### src/rtl/afc_pkg.sv
package afc_pkg;
  typedef struct packed {
    logic ctsActive;
    logic firstBit;
    logic noneFree;
    logic oneFree;
    logic multiFree;
    logic rxIdle;
  } afcEvt_t;
endpackage

### src/rtl/afc_sense.sv
module afc_sense
  import afc_pkg::*;
#(
  parameter int DEPTH       = 16,
  parameter int SYNC_STAGES = 2,
  parameter int CNT_W       = $clog2(DEPTH + 1)
) (
  input  logic             clk,
  input  logic             rstN,
  input  logic             ctsN,
  input  logic [CNT_W-1:0] fillCount,
  input  logic             rxBusy,
  input  logic             rxBitStb,
  output afcEvt_t          evt
);
  localparam logic [CNT_W-1:0] DEPTH_C = CNT_W'(DEPTH);
  localparam logic [CNT_W-1:0] TWO_C   = CNT_W'(2);

  logic [SYNC_STAGES-1:0] ctsPipe;

  generate
    for (genvar i = 0; i < SYNC_STAGES; i++) begin : g_sync
      always_ff @(posedge clk) begin
        if (!rstN) ctsPipe[i] <= 1'b1;
        else if (i == 0) ctsPipe[i] <= ctsN;
        else ctsPipe[i] <= ctsPipe[(i == 0) ? 0 : i - 1];
      end
    end
  endgenerate

  logic bitSeen;
  always_ff @(posedge clk) begin
    if (!rstN) bitSeen <= 1'b0;
    else if (!rxBusy) bitSeen <= 1'b0;
    else if (rxBitStb) bitSeen <= 1'b1;
  end

  logic [CNT_W-1:0] freeSlots;
  always_comb begin
    freeSlots     = DEPTH_C - fillCount;
    evt.ctsActive = ~ctsPipe[SYNC_STAGES-1];
    evt.firstBit  = rxBusy & rxBitStb & ~bitSeen;
    evt.noneFree  = (freeSlots == '0);
    evt.oneFree   = (freeSlots == CNT_W'(1));
    evt.multiFree = (freeSlots >= TWO_C);
    evt.rxIdle    = ~rxBusy;
  end

  // a first-bit event never repeats within one character
  assert_first_once_R8: assert property (@(posedge clk) disable iff (!rstN)
    (rxBusy && rxBitStb && bitSeen) |-> !evt.firstBit);
endmodule

### src/rtl/afc_decide.sv
module afc_decide
  import afc_pkg::*;
(
  input  logic    clk,
  input  logic    rstN,
  input  afcEvt_t evt,
  input  logic    autoFlowEn,
  input  logic    rtsCtl,
  input  logic    txBoundary,
  output logic    rtsN,
  output logic    txPermit
);
  logic flowOn;
  logic rtsOn;
  logic rtsNext;
  logic pastOk;

  assign flowOn = autoFlowEn & rtsCtl;

  always_comb begin
    if (!flowOn)    rtsNext = rtsCtl;
    else if (rtsOn) rtsNext = ~(evt.noneFree | (evt.firstBit & evt.oneFree));
    else            rtsNext = evt.multiFree | (evt.oneFree & evt.rxIdle);
  end

  always_ff @(posedge clk) begin
    if (!rstN) begin
      rtsOn  <= 1'b0;
      pastOk <= 1'b0;
    end else begin
      rtsOn  <= rtsNext;
      pastOk <= 1'b1;
    end
  end

  assign rtsN     = ~rtsOn;
  assign txPermit = txBoundary & (~flowOn | evt.ctsActive);

  assert_permit_at_boundary_R6: assert property (@(posedge clk) disable iff (!rstN)
    txPermit |-> txBoundary);

  assert_follow_ctl_R2: assert property (@(posedge clk) disable iff (!rstN)
    (pastOk && !$past(autoFlowEn && rtsCtl)) |-> (rtsN == !$past(rtsCtl)));

  assert_full_drops_R9: assert property (@(posedge clk) disable iff (!rstN)
    (flowOn && evt.noneFree) |=> rtsN);

  assert_room_raises_R11: assert property (@(posedge clk) disable iff (!rstN)
    (flowOn && evt.multiFree) |=> !rtsN);

  assert_last_slot_drop_R7: assert property (@(posedge clk) disable iff (!rstN)
    (flowOn && evt.firstBit && evt.oneFree) |=> rtsN);
endmodule

### src/rtl/auto_flow_ctrl.sv
module auto_flow_ctrl
  import afc_pkg::*;
#(
  parameter int DEPTH       = 16,
  parameter int SYNC_STAGES = 2,
  parameter int CNT_W       = $clog2(DEPTH + 1)
) (
  input  logic             clk,
  input  logic             rstN,
  input  logic             ctsN,
  input  logic [CNT_W-1:0] fillCount,
  input  logic             rxBusy,
  input  logic             rxBitStb,
  input  logic             txBoundary,
  input  logic             autoFlowEn,
  input  logic             rtsCtl,
  output logic             rtsN,
  output logic             txPermit
);
  afcEvt_t evt;

  afc_sense #(.DEPTH(DEPTH), .SYNC_STAGES(SYNC_STAGES), .CNT_W(CNT_W)) u_sense (
    .clk(clk), .rstN(rstN), .ctsN(ctsN), .fillCount(fillCount),
    .rxBusy(rxBusy), .rxBitStb(rxBitStb), .evt(evt)
  );

  afc_decide u_decide (
    .clk(clk), .rstN(rstN), .evt(evt), .autoFlowEn(autoFlowEn),
    .rtsCtl(rtsCtl), .txBoundary(txBoundary), .rtsN(rtsN), .txPermit(txPermit)
  );
endmodule

### config.mk
export PLATFORM = sky130hd
export DESIGN_NAME = auto_flow_ctrl
export DESIGN_NICKNAME = d
export VERILOG_FILES = /design/src/rtl/afc_pkg.sv /design/src/rtl/afc_sense.sv /design/src/rtl/afc_decide.sv /design/src/rtl/auto_flow_ctrl.sv
export SDC_FILE = /design/constraint.sdc
export NUM_CORES = 1
export LEC_CHECK = 0
export BUFFER_PORTS_ARGS = -buffer_cell sky130_fd_sc_hd__clkbuf_2
export CAP_MARGIN = 20
export CORE_AREA = 2 2 39 41
export CTS_CLUSTER_SIZE = 24
export DETAILED_ROUTE_END_ITERATION = 10
export DIE_AREA = 0 0 41 43
export PLACE_DENSITY = 0.55
export SYNTH_ARGS = -nofsm -noshare
export SYNTH_HDL_FRONTEND = slang
export SYNTH_HIERARCHICAL = 1
export SYNTH_SLANG_ARGS = --single-unit
### constraint.sdc
create_clock -name clk -period 1.7 [get_ports clk]
set_input_delay 0.085 -clock clk [delete_from_list [all_inputs] [get_ports clk]]
set_output_delay 0.085 -clock clk [all_outputs]
set_load 0.1 [all_outputs]
==> impl_table.tex <==
\begin{tabular}{lr}
\hline
Metric & Value \\
\hline
\multicolumn{2}{l}{\textbf{Synthesis}} \\
\quad Share of the synthesized netlist area taken by xor and xnor gates & 0\% \\
\quad Summed instance area of the synthesized netlist & 298 µm² \\
\quad Distinct cell type count after synthesis & 18 \\
\quad Synth Flop Type & sky130\_fd\_sc\_hd\_\_dfxtp\_1 \\
\quad Most numerous cell types in the synthesized netlist & sky130\_fd\_sc\_hd\_\_inv\_1 (6), sky130\_fd\_sc\_hd\_\_dfxtp\_1 (4), sky130\_fd\_sc\_hd\_\_nor2\_1 (4) \\
\quad Area share of and/or/nand/nor cells after synthesis & about 29\% \\
\quad Largest family of logic cells by synthesized area & simple AND/OR/NAND/NOR gates \\
\quad Multiplexer share of the synthesized area & $\sim$3.4\% \\
\quad Leading cell types by total area after synthesis & sky130\_fd\_sc\_hd\_\_dfxtp\_1 (27\%), sky130\_fd\_sc\_hd\_\_ha\_1 (13\%), sky130\_fd\_sc\_hd\_\_inv\_1 (7.6\%) \\
\quad Most instantiated library cell after synthesis & sky130\_fd\_sc\_hd\_\_inv\_1 \\
\quad Post-synthesis sequential area ratio & 26.9\% \\
\quad Syn Inst Count & 36 \\
\quad Number of warnings reported in the yosys synthesis log & 6 \\
\quad Area fraction in compound gates after synthesis & a little over a fifth \\
\quad Yosys top cell by area & sky130\_fd\_sc\_hd\_\_dfxtp\_1 \\
\quad Yosys top cell area share & between 20\% and 30\% \\
\quad Mean instance size in the synthesized netlist & 8.27 µm² \\
\quad Async set or reset register ratio after synthesis & 0\% \\
\quad Adder-cell share of the synthesized area & around 13\% \\
\quad Yosys reg bits & 4 \\
\quad Count of flip-flops with a built-in enable after synthesis & 0 \\
\quad Synthesized net count & 52 \\
\multicolumn{2}{l}{\textbf{GRT}} \\
\quad Antenna violations before repair & 0 \\
\quad First-pass GRT wire length & 959 µm \\
\quad Congestion Overflow GR & 0 \\
\quad Largest net degree at the start of global routing & 5 \\
\quad Global-route usage over all layers & approximately 8.4\% \\
\quad Via count of the first global-routing pass & around 270 \\
\multicolumn{2}{l}{\textbf{Setup path}} \\
\quad End point of the critical path & u\_decide/rtsOn \\
\quad Maximum net fanout on the critical path & 3 \\
\quad Critical path start-end classification & in -> reg \\
\quad Crit end category & flop \\
\quad Reg-to-reg startpoint & u\_sense/bitSeen \\
\quad R2R Setup Slk & approximately 0.76 ns \\
\quad Critical-path top delay cell & sky130\_fd\_sc\_hd\_\_o41a\_1 \\
\quad End of the worst register-to-register path & u\_decide/rtsOn \\
\quad Startpoint type of the worst setup path & input pin \\
\quad Arrival time of the worst setup path & 1.41 ns \\
\quad List of cells traversed by the critical path & clkbuf\_2 > inv\_1 > ha\_1 > o41a\_1 > a21oi\_2 > nor2\_1 > o311a\_1 \\
\quad Startpoint of the worst setup timing path & fillCount[0] \\
\quad Number of cell instances on the worst register-to-register path & 3 \\
\quad Stage delay of the slowest cell on the critical path & 0.43 ns \\
\quad Crit path required time & approximately 1.8 ns \\
\multicolumn{2}{l}{\textbf{Final layout}} \\
\quad Fraction of layout cells with a size suffix above 1 & a little under two fifths \\
\quad Antenna diodes & 0 \\
\quad Post-layout instance count excluding filler cells & about 70 \\
\quad Number of nets in the final layout & 71 \\
\quad Layout overhead on the synthesized area & 37.8\% \\
\multicolumn{2}{l}{\textbf{Timing}} \\
\quad Final clock skew & 0.0000203 ns \\
\quad Fraction of the cycle the final worst path needs & 76.0\% \\
\quad Max-slew violation total from the final report & 0 \\
\quad Tightest slew margin relative to the limit & between 60\% and 70\% \\
\quad Post-layout min period & about 1.3 ns \\
\quad Post-Route Setup TNS & 0 ns \\
\quad RSZ-0062 raised after global routing & no \\
\quad Transition at the pin with the smallest max-transition slack & 0.546 ns \\
\quad Hold Violations, Final & 0 \\
\quad Max Clock Freq & $\sim$0.77 GHz \\
\quad Number of setup violations in the final report & 0 \\
\multicolumn{2}{l}{\textbf{Pwr}} \\
\quad Pwr dens & about 710 mW/mm² \\
\quad Max rail drop VDD & 0.000359 V \\
\quad Static leakage power & $\sim$0.00022 µW \\
\quad Total design power & slightly below 300 µW \\
\multicolumn{2}{l}{\textbf{Placed design}} \\
\quad Placed wire-length estimate after detailed placement & 457 µm \\
\quad Number of cells after detailed placement & 66 \\
\quad Port buffer count & 14 \\
\quad Routability Congestion & approximately 0.73 \\
\multicolumn{2}{l}{\textbf{Floorplanning}} \\
\quad Die ar. & roughly 0.0018 mm² \\
\quad Starting density of the core & 21.5\% \\
\quad Die Y & about 43 µm \\
\quad Die boundary width & between 40 and 50 µm \\
\quad Number of top-level pins & 15 \\
\quad Core Rows & 14 \\
\quad Core region area & 0.00138 mm² \\
\multicolumn{2}{l}{\textbf{Clock network}} \\
\quad Post-CTS setup buffer count & 0 \\
\quad Clock transition at the registers of the reported paths & 0.04 ns \\
\quad CTS H-tree lvls & 1 \\
\quad Number of instances resized during post-cts repair & 0 \\
\quad Clock latency of the later-clocked register in the worst-skew pair & 0.23 ns \\
\quad CTS buffer count & 3 \\
\quad Number of buffers on the longest clock path & 2 \\
\quad Clock tree from TritonCTS & yes \\
\quad Clock sink count & 4 \\
\quad CTS hold repair buffers & 0 \\
\quad Root Buffer & sky130\_fd\_sc\_hd\_\_clkbuf\_4 \\
\multicolumn{2}{l}{\textbf{Routing}} \\
\quad First DRT Iteration DRCs & 2 \\
\quad Final routed wirelength across all metal layers & roughly 540 µm \\
\quad ANT nets after route & 0 \\
\quad Total DRC errors in the routed layout & 0 \\
\quad Detail-routed net length per standard cell & slightly below 8 µm \\
\quad Number of vias after detailed routing & 289 \\
\quad First-pass iteration count of the detailed router & 2 \\
\quad Number of vias per cell & around 4.2 \\
\multicolumn{2}{l}{\textbf{Job}} \\
\quad Max capacitance violation total & 0 \\
\multicolumn{2}{l}{\textbf{Hold path}} \\
\quad Hold Crit Class & in -> reg \\
\multicolumn{2}{l}{\textbf{Status}} \\
\quad Outcome & complete, no violations \\
\hline
\end{tabular}
==> worst min-delay path by stage <==
stage                     cells after the start  startpoint            endpoint
after floorplan                               1        rstN  u_sense/ctsPipe[0]
after global placement                        2        ctsN  u_sense/ctsPipe[0]
after detailed placement                      2        ctsN  u_sense/ctsPipe[0]
after CTS                                     2        ctsN  u_sense/ctsPipe[0]
after global routing                          2        ctsN  u_sense/ctsPipe[0]
final                                         2        ctsN  u_sense/ctsPipe[0]
==> per-layer routing <==
metal  track usage [%]  up-vias  wire length, µm
met5                 0        -                0
met4              10.0        0               17
met3              1.57        2               22
met2              10.6        8              263
met1              10.3      123              238
li1                  -      156                -
==> per-stage QoR <==
stage                     hold slack [ns]  setup slack, ns  util, %  area (µm²)
after floorplan                     0.158            0.259        -         298
after global placement              0.266            0.181     28.0         388
after detailed placement            0.270            0.163     28.0         388
after CTS                          0.0219            0.418     29.7         410
after global routing               0.0449            0.323     29.7         410
final                              0.0293            0.409     29.7         410
==> cell families (layout without fill, tap and decap cells) <==
kind of cell	count (synthesis)	after routing
simple gates	15	15
fa+ha+maj	3	3
flops	4	4
buf+inv	6	23
mux	1	1
compound gates	7	7
==> worst max-delay path, delay by kind of cell <==
kind / cells / cell delay [ns]
simple gates: 1 / 0.05
fa+ha+maj: 1 / 0.30
buf+inv: 2 / 0.17
compound gates: 3 / 0.82
==> state kept, by name, summed over array words and instances, names as in the netlist <==
signal           count
u_decide/rtsOn       1
u_sense/bitSeen      1
u_sense/ctsPipe      2
==> cell usage in the layout, fill, tap and decap left out <==
cell type / instances
sky130_fd_sc_hd__mux2i_1: 1
sky130_fd_sc_hd__clkbuf_4: 3
sky130_fd_sc_hd__o31ai_1: 1
sky130_fd_sc_hd__dfxtp_1: 4
sky130_fd_sc_hd__nand2b_1: 3
sky130_fd_sc_hd__o211a_1: 1
sky130_fd_sc_hd__clkbuf_2: 14
sky130_fd_sc_hd__a21oi_2: 1
sky130_fd_sc_hd__nand4b_1: 2
sky130_fd_sc_hd__ha_1: 3
sky130_fd_sc_hd__a211oi_1: 1
sky130_fd_sc_hd__o311a_1: 1
sky130_fd_sc_hd__o41a_1: 1
sky130_fd_sc_hd__inv_1: 6
sky130_fd_sc_hd__nor2b_2: 1
sky130_fd_sc_hd__nor2_1: 4
sky130_fd_sc_hd__and2b_1: 1
sky130_fd_sc_hd__o21a_1: 1
sky130_fd_sc_hd__nor2_2: 1
sky130_fd_sc_hd__nand2_1: 3
==> final cells by class <==
type / count / area (µm²)
inverter: 6 / 22.5
sequential: 4 / 80.1
timing repair buffer: 14 / 70.1
clock buffer: 3 / 22.5
fill: 155 / 973
multi-input combinational: 26 / 195
tap: 16 / 20.0
==> report_power, final <==
group / switching (µW) / internal, µW
clock network: 37.9 / 78.9
logic: 47.8 / 27.6
registers: 1.57 / 99.2
(Power assumes the default switching activity.)
